===== src/rtl/rtc_pkg.sv =====
package rtc_pkg;
  // Register byte offsets
  localparam int OFS_CNT  = 'h00;
  localparam int OFS_AL0  = 'h04;
  localparam int OFS_STAT = 'h08;
  localparam int OFS_DIV  = 'h0C;
  localparam int OFS_AL1  = 'h18;
  localparam int OFS_SEL  = 'h1C;
  localparam int OFS_SCR  = 'h40;

  // Status word bit positions
  localparam int B_FAL0  = 0;
  localparam int B_FTICK = 1;
  localparam int B_EAL0  = 2;
  localparam int B_ETICK = 3;
  localparam int B_FAL1  = 4;
  localparam int B_EAL1  = 6;

  localparam int SEL_W = 2;
  localparam logic [SEL_W-1:0] SEL_RUN = 2'b11;

  typedef struct packed {
    logic wrCnt;
    logic wrAl0;
    logic wrAl1;
    logic wrStat;
    logic wrDiv;
    logic wrSel;
    logic wrScr;
    logic tick;
  } rtcStrobe_t;
endpackage


===== src/rtl/rtc_ctrl.sv =====
module rtc_ctrl
  import rtc_pkg::*;
#(
  parameter int ADDR_W = 8,
  parameter int DIV_W  = 16
) (
  input  logic              clk,
  input  logic              rstN,
  input  logic [ADDR_W-1:0] busAddr,
  input  logic              busWrite,
  input  logic [DIV_W-1:0]  divVal,
  input  logic              clkRun,
  output rtcStrobe_t        strb
);
  localparam int PRE_W = DIV_W + 1;

  logic [PRE_W-1:0] preQ;
  logic [PRE_W-1:0] preLim;
  rtcStrobe_t       dec;

  // Terminal count 2*DIV+1 gives 2*(DIV+1) edges per tick
  assign preLim = {divVal, 1'b1};

  always_comb begin
    dec = '0;
    if (busWrite) begin
      case (busAddr)
        ADDR_W'(OFS_CNT):  dec.wrCnt  = 1'b1;
        ADDR_W'(OFS_AL0):  dec.wrAl0  = 1'b1;
        ADDR_W'(OFS_AL1):  dec.wrAl1  = 1'b1;
        ADDR_W'(OFS_STAT): dec.wrStat = 1'b1;
        ADDR_W'(OFS_DIV):  dec.wrDiv  = 1'b1;
        ADDR_W'(OFS_SEL):  dec.wrSel  = 1'b1;
        ADDR_W'(OFS_SCR):  dec.wrScr  = 1'b1;
        default: ;
      endcase
    end
    dec.tick = clkRun && (preQ == preLim) && !(dec.wrCnt || dec.wrDiv);
  end

  assign strb = dec;

  always_ff @(posedge clk or negedge rstN) begin
    if (!rstN) begin
      preQ <= '0;
    end else if (!clkRun || dec.wrCnt || dec.wrDiv || (preQ == preLim)) begin
      preQ <= '0;
    end else begin
      preQ <= preQ + 1'b1;
    end
  end
endmodule


===== src/rtl/rtc_datapath.sv =====
module rtc_datapath
  import rtc_pkg::*;
#(
  parameter int ADDR_W = 8,
  parameter int DATA_W = 32,
  parameter int DIV_W  = 16
) (
  input  logic              clk,
  input  logic              rstN,
  input  rtcStrobe_t        strb,
  input  logic [ADDR_W-1:0] busAddr,
  input  logic [DATA_W-1:0] busWdata,
  output logic [DATA_W-1:0] busRdata,
  output logic [DIV_W-1:0]  divVal,
  output logic              clkRun,
  output logic              irq
);
  logic [DATA_W-1:0] cntQ, al0Q, al1Q, scrQ, cntNext, statVec;
  logic [DIV_W-1:0]  divQ;
  logic [SEL_W-1:0]  selQ;
  logic fAl0, fTick, fAl1, eAl0, eTick, eAl1;
  logic hitAl0Q, hitAl1Q, stepQ;
  logic clrAl0, clrTick, clrAl1;

  assign cntNext = cntQ + 1'b1;
  assign divVal  = divQ;
  assign clkRun  = (selQ == SEL_RUN);

  assign clrAl0  = strb.wrStat && busWdata[B_FAL0];
  assign clrTick = strb.wrStat && busWdata[B_FTICK];
  assign clrAl1  = strb.wrStat && busWdata[B_FAL1];

  // Configuration and time registers
  always_ff @(posedge clk or negedge rstN) begin
    if (!rstN) begin
      cntQ <= '0;
      al0Q <= '0;
      al1Q <= '0;
      divQ <= '0;
      selQ <= '0;
    end else begin
      if (strb.wrCnt)      cntQ <= busWdata;
      else if (strb.tick)  cntQ <= cntNext;
      if (strb.wrAl0) al0Q <= busWdata;
      if (strb.wrAl1) al1Q <= busWdata;
      if (strb.wrDiv) divQ <= busWdata[DIV_W-1:0];
      if (strb.wrSel) selQ <= busWdata[SEL_W-1:0];
    end
  end

  // Scratch word survives the block reset
  always_ff @(posedge clk) begin
    if (strb.wrScr) scrQ <= busWdata;
  end

  // Compare on the post-increment value, registered one stage
  always_ff @(posedge clk or negedge rstN) begin
    if (!rstN) begin
      hitAl0Q <= 1'b0;
      hitAl1Q <= 1'b0;
      stepQ   <= 1'b0;
    end else begin
      hitAl0Q <= strb.tick && eAl0 && (cntNext == al0Q);
      hitAl1Q <= strb.tick && eAl1 && (cntNext == al1Q);
      stepQ   <= strb.tick;
    end
  end

  // Status: sticky flags (set wins over clear) and plain enables
  always_ff @(posedge clk or negedge rstN) begin
    if (!rstN) begin
      fAl0  <= 1'b0;
      fTick <= 1'b0;
      fAl1  <= 1'b0;
      eAl0  <= 1'b0;
      eTick <= 1'b0;
      eAl1  <= 1'b0;
    end else begin
      if (hitAl0Q)     fAl0 <= 1'b1;
      else if (clrAl0) fAl0 <= 1'b0;
      if (stepQ)        fTick <= 1'b1;
      else if (clrTick) fTick <= 1'b0;
      if (hitAl1Q)     fAl1 <= 1'b1;
      else if (clrAl1) fAl1 <= 1'b0;
      if (strb.wrStat) begin
        eAl0  <= busWdata[B_EAL0];
        eTick <= busWdata[B_ETICK];
        eAl1  <= busWdata[B_EAL1];
      end
    end
  end

  assign irq = (fAl0 && eAl0) || (fTick && eTick) || (fAl1 && eAl1);

  always_comb begin
    statVec          = '0;
    statVec[B_FAL0]  = fAl0;
    statVec[B_FTICK] = fTick;
    statVec[B_EAL0]  = eAl0;
    statVec[B_ETICK] = eTick;
    statVec[B_FAL1]  = fAl1;
    statVec[B_EAL1]  = eAl1;
  end

  always_comb begin
    case (busAddr)
      ADDR_W'(OFS_CNT):  busRdata = cntQ;
      ADDR_W'(OFS_AL0):  busRdata = al0Q;
      ADDR_W'(OFS_AL1):  busRdata = al1Q;
      ADDR_W'(OFS_STAT): busRdata = statVec;
      ADDR_W'(OFS_DIV):  busRdata = DATA_W'(divQ);
      ADDR_W'(OFS_SEL):  busRdata = DATA_W'(selQ);
      ADDR_W'(OFS_SCR):  busRdata = scrQ;
      default:           busRdata = '0;
    endcase
  end
endmodule


===== src/rtl/rtc_alarm_timer.sv =====
module rtc_alarm_timer
  import rtc_pkg::*;
#(
  parameter int ADDR_W = 8,
  parameter int DATA_W = 32,
  parameter int DIV_W  = 16
) (
  input  logic              clk,
  input  logic              rstN,
  input  logic [ADDR_W-1:0] busAddr,
  input  logic              busWrite,
  input  logic [DATA_W-1:0] busWdata,
  output logic [DATA_W-1:0] busRdata,
  output logic              irq
);
  rtcStrobe_t       strb;
  logic [DIV_W-1:0] divVal;
  logic             clkRun;

  rtc_ctrl #(.ADDR_W(ADDR_W), .DIV_W(DIV_W)) uCtrl (
    .clk(clk), .rstN(rstN), .busAddr(busAddr), .busWrite(busWrite),
    .divVal(divVal), .clkRun(clkRun), .strb(strb)
  );

  rtc_datapath #(.ADDR_W(ADDR_W), .DATA_W(DATA_W), .DIV_W(DIV_W)) uDp (
    .clk(clk), .rstN(rstN), .strb(strb), .busAddr(busAddr),
    .busWdata(busWdata), .busRdata(busRdata), .divVal(divVal),
    .clkRun(clkRun), .irq(irq)
  );
endmodule


===== config.mk =====
export PLATFORM = sky130hd
export DESIGN_NAME = rtc_alarm_timer
export DESIGN_NICKNAME = d
export VERILOG_FILES = /design/src/rtl/rtc_pkg.sv /design/src/rtl/rtc_ctrl.sv /design/src/rtl/rtc_datapath.sv /design/src/rtl/rtc_alarm_timer.sv
export SDC_FILE = /design/constraint.sdc
export NUM_CORES = 1
export LEC_CHECK = 0
export BUFFER_PORTS_ARGS = -buffer_cell sky130_fd_sc_hd__buf_4
export CORE_UTILIZATION = 40
export CTS_BUF_LIST = sky130_fd_sc_hd__clkbuf_8
export DETAILED_ROUTE_END_ITERATION = 8
export MAX_ROUTING_LAYER = met4
export SYNTH_ARGS = -nofsm -noshare
export SYNTH_HDL_FRONTEND = slang
export SYNTH_SLANG_ARGS = --single-unit

===== constraint.sdc =====
create_clock -name clk -period 11 [get_ports clk]
set_input_delay 3.3 -clock clk [delete_from_list [all_inputs] [get_ports clk]]
set_output_delay 3.3 -clock clk [all_outputs]
set_load 0.1 [all_outputs]

# [After elaboration in Yosys (flattened, before gate mapping)]
# Index checks and enable logic that the tools add are counted.
[word_totals] register_bits=172 input_bits=43 output_inout_bits=33 elab_cells=71
[op_classes] add_sub_neg=2 eq_ne=10 mux=18 reduce_logical=25
[ops] op="case mux 32 bit (7 select lines)" n=1
[ops] op="equality test 32 bit" n=2
[ops] op="2-to-1 mux 32 bit" n=2
[ops] op="adder 32 x 1 -> 32 bit, second input constant" n=1
[ops] op="adder 17 x 1 -> 17 bit, second input constant" n=1
[ops] op="equality test 17 bit" n=1
[ops] op="2-to-1 mux 17 bit" n=1
[ops] op="equality test 8 x 4 -> 1 bit, second input constant" n=2
[ops] op="equality test 8 x 5 -> 1 bit, second input constant" n=2
[ops] op="2-to-1 mux 1 bit" n=13
[ops] op="logical AND 1 bit" n=12
[ops] op="equality test 8 x 3 -> 1 bit, second input constant" n=1
[ops] op="equality test 8 x 7 -> 1 bit, second input constant" n=1
[ops] op="logical NOT 8 bit" n=1
[ops] op="nonzero test 2 bit" n=4
[ops] op="2-to-1 mux 7 bit" n=1
[ops] op="logical OR 1 bit" n=6
[ops] op="equality test 2 bit, second input constant" n=1
[ops] op="logical NOT 1 bit" n=2

# [Logic depth before layout (Yosys ltp)]
# Gate-level depths: netlist (run 1).
[depth] depth_word=8 ltp_mapped=11 ltp_nobuf=9

# [By module]
# From an unflattened synthesis (run 1), not the netlist that was laid out.
[hier_totals] cells_unflattened=976 area_unflattened_um2=10119.7
[modules_own_cells] module="rtc_datapath" instances=1 cells_per_inst=858 area_per_inst_um2=9042.4 seq_area_each_um2=4038.9
[modules_own_cells] module="rtc_ctrl" instances=1 cells_per_inst=118 area_per_inst_um2=1077.3 seq_area_each_um2=425.4

# [Least setup slack after synthesis (run 1)]
# OpenSTA, ideal clock, no wires.
[synth_path] path_kind="input -> output" startpoint="input port busAddr[7]" endpoint="output port busRdata[0]" t_arrival_ns=5.479 t_required_ns=7.700 setup_slack_ns=2.221 cell_stages=6 path_buffers=1 cell_sequence="nor4_1 > nand2_1 > nor3b_1 > clkbuf_1 > a222oi_1 > nand3_1"
[synth_via] elab_chain_cells=2 elab_cells_between_ends=8 classes_between="6 x eq/ne; 1 x mux; 1 x reduce/logical"
[synth_lines] element="start: declaration" line_no="rtc_alarm_timer.sv:10" source="input logic [ADDR_W-1:0] busAddr,"
[synth_lines] element="equality test 8 x 7 -> 1 bit, or another cell as far along" line_no="rtc_datapath.sv:106" source="case (busAddr)"
[synth_lines] element="case mux 32 bit (7 select lines) *" line_no="rtc_datapath.sv:106"
[synth_lines] element="end: declaration" line_no="rtc_alarm_timer.sv:13" source="output logic [DATA_W-1:0] busRdata,"
# Mark *: on every way between the ends. The rest lies on a longest branch, timed or not.

# [Worst setup path in the final report (run 1)]
# Same ends and word-level chain as after synthesis.

==> results of run 1 <==
## path summary, 6_finish.rpt
path                                       endpoint
hold reg to reg                uDp.fAl0$_DFFE_PN0P_
max in group asynchronous  uDp.cntQ[19]$_DFFE_PN0P_
min in group asynchronous   uDp.selQ[1]$_DFFE_PN0P_
setup / recovery                        busRdata[0]
hold / removal                 uDp.fAl0$_DFFE_PN0P_
setup reg to reg              uDp.hitAl1Q$_DFF_PN0_
## cell families after synthesis
kind of cell,count (synthesis)
AND/OR/NAND/NOR,333
AO/OA/AOI/OAI,201
flip-flops,172
XOR/XNOR,99
multiplexers,89
buffers and inverters,78
adder cells (fa/ha/maj),2
## where the power goes
group          leakage [nW]  internal [mW]  total (mW)  switching, mW
combinational          2.34         0.0544       0.120         0.0661
clock                 0.191          0.188       0.461          0.273
sequential             2.21          0.670       0.707         0.0376
## state kept, by name, summed over array words and instances (netlist names), 2 cells and up
signal      cells
uDp.al1Q       32
uDp.cntQ       32
uCtrl.preQ     17
uDp.selQ        2
uDp.al0Q       32
uDp.scrQ       32
uDp.divVal     16
## synthesized netlist by cell type (5+ instances only)
cell / n
a31oi_1: 9
a22oi_1: 55
edfxtp_1: 32
or4_1: 12
nand2b_1: 6
nor3b_1: 8
buf_2: 8
dfrtp_1: 140
nand3b_1: 5
nand2_1: 107
clkbuf_1: 39
o21ai_0: 40
and3_1: 15
mux2_2: 87
nor2_1: 65
a21oi_1: 31
nor2b_1: 5
inv_1: 15
nand4_1: 18
nor3_1: 16
xnor2_1: 59
nand3_1: 34
o22ai_1: 5
o211ai_1: 8
nor4_1: 13
xor2_1: 40
o311ai_0: 6
buf_1: 9
and2_1: 7
a222oi_1: 13
## per-stage QoR
step / hold WS, ps / cells / power (mW)
after global placement: 424 / 1317 / 0.838
after floorplan: 404 / 974 / 0.780
after global routing: 467 / 1349 / 1.33
after detailed placement: 426 / 1317 / 0.840
after CTS: 451 / 1349 / 1.29
final: 449 / 1349 / 1.29
## layout make-up
class,instances,area [um^2]
Timing Repair Buffer,87,657
Tap cell,319,399
Clock buffer,17,234
Fill cell,2313,12700
Inverter,15,56.3
Sequential cell,172,4460
Multi-Input combinational cell,724,4980
Clock inverter,15,160
## routing by layer
layer	GRT usage [%]	vias up	wire length (um)
met5	-	-	0
met4	6.00	0	384
met3	3.34	29	1440
met2	39.0	238	13900
met1	35.9	4047	13900
li1	-	3698	-
==> out/metrics.csv, run 1 <==
stage,metric,value,unit
worst_hold_path,Hold Path Depth,1,
timing,Final Hold Vio Count,0,
timing,"Slew Viols, Final",0,
timing,clk_skew,17.2,ps
clock_tree,H-tree depth,4,
finish,most frequent cells in the layout,"140 x dfrtp_1, 107 x nand2_1, 87 x mux2_2, 86 x buf_4, 63 x nor2_1",
clock_tree,Clock Latency Late Sink,480,ps
drt,DR WL/cell,21.9,um
pwr,Leak Pwr,4.74,nW
timing,fmax,112,MHz
yosys,Syn Nets,1019,
timing,Final period util,80.9,%
setup_path,Worst R2R Start,uDp.cntQ[0]$_DFFE_PN0P_,
yosys,top post-synthesis cells by area,"dfrtp_1 36%, mux2_2 10%, edfxtp_1 9.8%",
place,I/O Buffers,75,
pwr,Power Density,118,mW/mm^2
floorplanning,Core Region,0.0237,mm^2
floorplanning,overall die height,158,um
drt,post-route DRC violation count,0,
finish,Layout area overhead,12.2,%
drt,First-pass DRT Iterations,5,
clock_tree,Num CTS Buffers,17,
finish,ant diodes,0,
setup_path,crit-path most repeated cell,buf_4,
place,GP Congestion,0.952,
floorplanning,row cnt,56,
setup_path,slowest stage cell on the critical path,nor2_2,
setup_path,Worst EP arrival,5600,ps
yosys,largest family of logic cells by synthesized area,simple AND/OR/NAND/NOR gates,
yosys,Netlist Area Pre-Place,0.00976,mm^2
yosys,Cells after Synth,974,
finish,Final Cell Area,0.0110,mm^2
setup_path,Crit path depth,8,
run,max cap viols,0,
timing,Final WS setup,2100,ps
yosys,share of the synthesized area in the top cell type,35.9,%
setup_path,Critical Setup Path Class,in -> out,
clock_tree,# clock sinks,172,
timing,Setup TNS,0,ps
floorplanning,die width,158,um
yosys,async set or reset register ratio after synthesis,81.4,%
setup_path,critical path's top delay family,simple AND/OR/NAND/NOR gates,
global_routing,GRT Total Usage,25.5,%
yosys,Main synth FF type,dfrtp_1,
finish,share of layout cells above drive strength 1,21.3,%
setup_path,Worst path max stage delay,590,ps
setup_path,CP startpoint,busAddr[7],
global_routing,first-pass GRT wire length,46.1,mm
setup_path,Worst Path Required,7700,ps
setup_path,Worst Reg2Reg Path Length in Cells,9,
drt,WL final,29.6,mm
setup_path,"critical path fanouts, max",20,
clock_tree,Post-CTS Hold Fix Bufs,0,
yosys,library cells used by synthesis,67,
clock_tree,Max clock buf depth,2,
floorplanning,Die Area,0.0250,mm^2
status,status,"finished, final reports clean",
floorplanning,IO Pins,76,
yosys,number of flops mapped to enable cells by yosys,32,
yosys,Post-Synth XOR/XNOR Area,8.88,%
global_routing,GRT overflow,0,
timing,Worst-Margin Slew,1120,ps
worst_hold_path,min-delay worst type,reg -> reg,
drt,DR iter-0 viols,834,
drt,DR vias,8012,
timing,Slew headroom,24.3,%
setup_path,CP Cell Sequence,buf_4 > nor4_1 > nand3b_1 > nor2_2 > buf_4 > a22oi_1 > nand3_1 > buf_4,
finish,"commonest non-fill, non-tap cell in the layout",dfrtp_1,
timing,minimum clock period after layout,8900,ps
global_routing,vias in the first global route,7612,
clock_tree,CTS resizes,0,
finish,nets,1062,
timing,unrepaired setup endpoints after global routing,false,
yosys,#FFs+latches synth,172,
timing,Final setup viols,0,
clock_tree,CTS tree,built,
clock_tree,CTS Root Cell,clkbuf_8,
place,dpl ws,2080,ps
yosys,cell taking the most area after synthesis,dfrtp_1,
yosys,Syn Area/Cell,10.0,um^2
finish,Final Util,46.3,%
drt,drt via density,5.94,
global_routing,initial antenna violation count,0,
yosys,post-synthesis compound-gate area fraction,14.2,%
place,Final HPWL DP,21.0,mm
clock_tree,"Reg clk slew, reported paths",110,ps
yosys,Synth Area in Adders,0.256,%
yosys,sequential fraction of the synthesis area,45.7,%
global_routing,maximum number of pins on one net before global-route repair,85,
worst_hold_path,HP Start,uDp.hitAl0Q$_DFF_PN0_,
yosys,post-synthesis mux area share,10.2,%
pwr,VDD IR max,0.0706,mV
clock_tree,postcts setup bufs,0,
setup_path,CP endpoint kind,output pin,
setup_path,internal reg-to-reg setup slack,6380,ps
setup_path,Setup crit start kind,primary input,
drt,DRT antenna net count,0,
yosys,Syn. warnings,0,
setup_path,CP bufs+invs,3,
yosys,Post-Synth Simple-Gate Area,17.3,%
floorplanning,Starting Density,41.2,%
place,placed cell areas,0.0106,mm^2
No activity file was read; power rests on OpenSTA's default activity.
==> inputs of run 2 (changes only) <==
==> constraint.sdc (replaced) <==
create_clock -name clk -period 9 [get_ports clk]
set_input_delay 2.7 -clock clk [delete_from_list [all_inputs] [get_ports clk]]
set_output_delay 2.7 -clock clk [all_outputs]
set_load 0.1 [all_outputs]
==> out/metrics.csv, run 2 (synthesis gave the netlist of run 1 again) <==
stage,metric,value,unit,change
finish,Non-Filler Instances,1350,,+0.074%
place,placed cell areas,0.0106,mm^2,about the same
pwr,Leak Pwr,4.76,nW,+0.46%
drt,DR iter-0 viols,722,,-13%
place,dpl ws,1530,ps,-549 ps
timing,Final setup viols,0,,unchanged
clock_tree,Clock Latency Late Sink,470,ps,about the same
floorplanning,Core Region,0.0237,mm^2,unchanged
setup_path,Worst R2R Start,uDp.cntQ[13]$_DFFE_PN0P_,,
clock_tree,postcts setup bufs,0,,unchanged
setup_path,Setup crit start kind,primary input,,
place,placed cell count,1318,,+0.076%
floorplanning,die width,158,um,unchanged
clock_tree,CTS Root Cell,clkbuf_8,,
timing,unrepaired setup endpoints after global routing,false,,
place,I/O Buffers,75,,unchanged
clock_tree,# clock sinks,172,,unchanged
finish,nets,1063,,+0.094%
global_routing,vias in the first global route,7690,,+1.0%
drt,First-pass DRT Iterations,8,,+3
timing,Setup TNS,0,ps,unchanged
setup_path,Worst Reg2Reg Path Length in Cells,8,,-1
finish,Final Util,46.3,%,+0.053 points
timing,Final period util,82.8,%,
floorplanning,overall die height,158,um,unchanged
finish,fillcell total,2293,,-0.86%
finish,Final Cell Area,0.0110,mm^2,+0.11%
clock_tree,"Reg clk slew, reported paths",90,ps,-20 ps
finish,Layout area overhead,12.4,%,
worst_hold_path,HP Start,uDp.hitAl1Q$_DFF_PN0_,,
pwr,Pwr Total,1.57,mW,+22%
setup_path,Critical Setup Path Class,in -> out,,
status,status,"finished, final reports clean",,
floorplanning,row cnt,56,,unchanged
finish,register area,0.00446,mm^2,unchanged
clock_tree,H-tree depth,4,,unchanged
clock_tree,CTS resizes,0,,unchanged
setup_path,crit-path most repeated cell,buf_4,,
finish,most frequent cells in the layout,"140 x dfrtp_1, 107 x nand2_1, 87 x mux2_2, 87 x buf_4, 63 x nor2_1",,
timing,Slew headroom,32.2,%,+7.8 points
worst_hold_path,WHS Endpoint,uDp.fAl1$_DFFE_PN0P_,,
worst_hold_path,Hold Path Depth,1,,unchanged
finish,"commonest non-fill, non-tap cell in the layout",dfrtp_1,,
timing,Final WS setup,1540,ps,-558 ps
drt,DRT antenna net count,0,,unchanged
clock_tree,Num CTS Buffers,17,,unchanged
global_routing,first-pass GRT wire length,45.3,mm,-1.7%
clock_tree,Post-CTS Hold Fix Bufs,0,,unchanged
pwr,VDD IR max,0.0773,mV,+9.5%
drt,DR WL/cell,21.2,um,-3.2%
global_routing,maximum number of pins on one net before global-route repair,77,,-9.4%
setup_path,Worst EP arrival,4760,ps,-840 ps
setup_path,CP endpoint kind,output pin,,
setup_path,internal reg-to-reg setup slack,4670,ps,-1710 ps
timing,minimum clock period after layout,7460,ps,
drt,WL final,28.7,mm,-3.1%
run,max cap viols,0,,unchanged
drt,drt via density,5.87,,-1.1%
timing,Hold Slack,455,ps,+6.18 ps
timing,Worst-Margin Slew,1020,ps,-107 ps
clock_tree,Max clock buf depth,2,,unchanged
setup_path,capture point of the worst reg-to-reg path,uDp.hitAl0Q$_DFF_PN0_,,
setup_path,slowest stage cell on the critical path,nor4_1,,
setup_path,Worst path max stage delay,430,ps,-160 ps
timing,Final Hold Vio Count,0,,unchanged
worst_hold_path,min-delay worst type,reg -> reg,,
setup_path,"critical path fanouts, max",33,,+65%
clock_tree,CTS tree,built,,
setup_path,Worst Path Required,6300,ps,-1400 ps
place,GP Congestion,0.898,,-5.6%
floorplanning,Starting Density,41.2,%,unchanged
finish,ant diodes,0,,unchanged
timing,fmax,134,MHz,
floorplanning,Die Area,0.0250,mm^2,unchanged
pwr,Power Density,143,mW/mm^2,+22%
drt,post-route DRC violation count,0,,unchanged
floorplanning,IO Pins,76,,unchanged
global_routing,GRT overflow,0,,unchanged
finish,area of the multi-input gates,0.00498,mm^2,unchanged
place,Final HPWL DP,20.3,mm,-3.3%
finish,share of layout cells above drive strength 1,21.4,%,+0.17 points
global_routing,GRT Total Usage,25.0,%,-0.48 points
timing,"Slew Viols, Final",0,,unchanged
global_routing,initial antenna violation count,0,,unchanged
setup_path,CP Cell Sequence,buf_4 > nor4_1 > nand2_1 > nor3b_2 > buf_4 > a22o_1 > a221oi_1 > nand2_1 > buf_4,,
drt,DR vias,7928,,-1.0%
timing,clk_skew,13.9,ps,-3.30 ps
## run 2: cell types whose count changed in the layout (fill, tap and decap cells not counted)
cell        before  now
inv_1           16   15
inv_8            4    3
buf_4           86   87
inv_6            2    4
clkinv_2         0    2
clkinvlp_4       4    0
clkinv_4         2    3
clkbuf_8        17   18
## run 2: layout make-up
cell class	instances	area share [%]
clock buffers	18	2.26
clock inverters	14	1.38
inverters	15	0.513
multi-input cells	724	45.4
flip-flops and latches	172	40.7
well taps	319	3.64
repair buffers	88	6.06
## run 2: layer usage
layer | global-route usage, % | wire length, um | up-vias
met3 | 3.37 | 1520 | 21
li1 | - | - | 3693
met5 | - | 0 | -
met4 | 6.64 | 336 | 0
met2 | 37.7 | 13400 | 245
met1 | 35.3 | 13400 | 3969
## run 2: report_power, final
part	internal [mW]	switching (mW)	leakage (nW)
Clock	0.238	0.321	0.207
Combinational	0.0664	0.0806	2.35
Sequential	0.818	0.0459	2.21
## run 2: worst max path at each step
| stage | start | end | cells after the start |
|---|---|---|---|
| global placement | busAddr[7] | busRdata[6] | 9 |
| detailed placement | busAddr[7] | busRdata[6] | 9 |
| finish | busAddr[7] | busRdata[3] | 9 |
| floorplan | busAddr[7] | busRdata[0] | 6 |
| CTS | busAddr[7] | busRdata[3] | 9 |
| global route | busAddr[7] | busRdata[6] | 8 |
## run 2: critical path: cells and delay by family
| kind | cells | cell delay (ps) |
|---|---|---|
| buffers and inverters | 3 | 810 |
| and+or+nand+nor | 4 | 970 |
| AOI/OAI and AO/OA | 2 | 260 |
==> inputs of run 3 (changes only) <==
==> constraint.sdc (replaced) <==
create_clock -name clk -period 7.4 [get_ports clk]
set_input_delay 2.22 -clock clk [delete_from_list [all_inputs] [get_ports clk]]
set_output_delay 2.22 -clock clk [all_outputs]
set_load 0.1 [all_outputs]
==> out/metrics.csv, run 3 (synthesis gave the netlist of run 1 again) <==
stage,metric,value,unit,change
clock_tree,Max clock buf depth,2,,unchanged
status,status,"finished, final reports clean",,
place,GP Congestion,0.938,,+4.4%
timing,Final Hold Vio Count,0,,unchanged
finish,nets,1061,,-0.19%
pwr,Power Density,173,mW/mm^2,+21%
setup_path,CP startpoint,busAddr[7],,
drt,drt via density,5.89,,+0.25%
pwr,Leak Pwr,4.74,nW,-0.60%
drt,DR WL/cell,21.3,um,+0.11%
drt,DRT antenna net count,0,,unchanged
setup_path,CP endpoint kind,output pin,,
floorplanning,IO Pins,76,,unchanged
timing,clk_skew,17.9,ps,+3.98 ps
drt,First-pass DRT Iterations,8,,unchanged
drt,DR iter-0 viols,896,,+24%
floorplanning,Starting Density,41.2,%,unchanged
clock_tree,CTS tree,built,,
floorplanning,die width,158,um,unchanged
global_routing,maximum number of pins on one net before global-route repair,72,,-6.5%
finish,ant diodes,0,,unchanged
global_routing,GRT overflow,0,,unchanged
drt,WL final,28.7,mm,about the same
setup_path,Worst Path Required,5180,ps,-1120 ps
clock_tree,postcts setup bufs,0,,unchanged
worst_hold_path,min-delay worst type,reg -> reg,,
timing,Worst-Margin Slew,1210,ps,+196 ps
global_routing,GRT Total Usage,24.6,%,-0.38 points
global_routing,vias in the first global route,7661,,-0.38%
timing,fmax,154,MHz,
worst_hold_path,HP Start,uDp.hitAl0Q$_DFF_PN0_,,
timing,Final period util,87.7,%,
timing,minimum clock period after layout,6490,ps,
timing,unrepaired setup endpoints after global routing,false,,
drt,post-route DRC violation count,0,,unchanged
timing,Slew headroom,18.4,%,-14 points
floorplanning,Core Region,0.0237,mm^2,unchanged
clock_tree,Post-CTS Hold Fix Bufs,0,,unchanged
global_routing,"Most Used Layer, Global Route",met2,,
clock_tree,Clock Latency Late Sink,480,ps,about the same
timing,Final setup viols,0,,unchanged
floorplanning,overall die height,158,um,unchanged
clock_tree,CTS Root Cell,clkbuf_8,,
run,max cap viols,0,,unchanged
setup_path,Setup crit start kind,primary input,,
clock_tree,CTS resizes,0,,unchanged
setup_path,"critical path fanouts, max",33,,unchanged
clock_tree,"Reg clk slew, reported paths",110,ps,+20 ps
clock_tree,# clock sinks,172,,unchanged
pwr,VDD IR max,0.111,mV,+44%
global_routing,initial antenna violation count,0,,unchanged
timing,"Slew Viols, Final",0,,unchanged
clock_tree,H-tree depth,4,,unchanged
global_routing,first-pass GRT wire length,45.0,mm,-0.65%
setup_path,Worst R2R Start,uDp.cntQ[0]$_DFFE_PN0P_,,
place,Final HPWL DP,20.3,mm,-0.36%
timing,Final WS setup,910,ps,-634 ps
setup_path,Critical Setup Path Class,in -> out,,
drt,DR vias,7936,,+0.10%
timing,Setup TNS,0,ps,unchanged
finish,fillcell total,2312,,+0.83%
global_routing,met3 usage,4.35,%,+0.99 points
floorplanning,Die Area,0.0250,mm^2,unchanged
setup_path,Worst EP arrival,4270,ps,-490 ps
finish,"commonest non-fill, non-tap cell in the layout",dfrtp_1,,
finish,Layout area overhead,12.0,%,
finish,most frequent cells in the layout,"140 x dfrtp_1, 107 x nand2_1, 87 x mux2_2, 85 x buf_4, 63 x nor2_1",,
setup_path,Worst Reg2Reg Path Length in Cells,9,,+1
place,I/O Buffers,75,,unchanged
global_routing,grt met1 use,34.6,%,-0.69 points
global_routing,met2 GRT Util,37.0,%,-0.67 points
clock_tree,Num CTS Buffers,17,,unchanged
floorplanning,row cnt,56,,unchanged
worst_hold_path,Hold Path Depth,1,,unchanged
place,dpl ws,898,ps,-636 ps
finish,share of layout cells above drive strength 1,21.3,%,-0.15 points
[run 3: changes by cell type in the layout (fill, tap and decap cells not counted)]
cell        before  now
buf_4           87   85
clkinvlp_4       0    2
bufinv_16        1    0
clkbuf_8        18   17
clkinv_2         2    1
clkinv_4         3    2
clkinv_8         1    2
inv_6            4    5
[run 3: layout make-up]
type / instances / area [um^2] / share of cell area, %
Clock inverter: 15 / 148 / 1.35
Clock buffer: 17 / 234 / 2.14
Sequential cell: 172 / 4460 / 40.8
Tap cell: 319 / 399 / 3.65
Multi-Input combinational cell: 724 / 4980 / 45.6
Timing Repair Buffer: 86 / 649 / 5.94
Inverter: 15 / 56.3 / 0.515
[run 3: path summary, 6_finish.rpt]
check | end | slack, ps
hold reg to reg | uDp.fAl0$_DFFE_PN0P_ | 450
hold / removal | uDp.fAl0$_DFFE_PN0P_ | 450
max in group asynchronous | uDp.cntQ[16]$_DFFE_PN0P_ | 4270
min in group asynchronous | uDp.selQ[1]$_DFFE_PN0P_ | 1700
setup / recovery | busRdata[6] | 910
setup reg to reg | uDp.hitAl1Q$_DFF_PN0_ | 2740
[run 3: layer usage]
metal | up-vias | routed length (um)
met4 | 0 | 288
li1 | 3691 | -
met3 | 23 | 1600
met5 | - | 0
met1 | 3967 | 13500
met2 | 255 | 13200
[run 3: through the flow]
| stage | cell area [um^2] | total power [mW] | hold slack [ps] | utilization, % | instances |
|---|---|---|---|---|---|
| after floorplan | 9760 | 1.16 | 404 | - | 974 |
| after global placement | 10600 | 1.25 | 424 | 44.6 | 1316 |
| after detailed placement | 10600 | 1.25 | 429 | 44.6 | 1316 |
| after CTS | 10900 | 1.90 | 453 | 46.2 | 1348 |
| after global routing | 10900 | 1.96 | 471 | 46.2 | 1348 |
| final | 10900 | 1.89 | 450 | 46.2 | 1348 |
[run 3: worst max-delay path, cell delays in order]
cell	delay, ps
buf_4	110
nor4_1	430
nand2_1	220
nor3b_2	220
buf_4	410
a22o_1	210
a221oi_1	50
nand2_1	110
buf_4	290
[run 3: where the power goes]
group	switching [mW]	total [mW]	internal [mW]
Sequential	0.0562	1.05	0.995
Clock	0.407	0.657	0.250
Combinational	0.0985	0.179	0.0808
Total	0.562	1.89	1.33
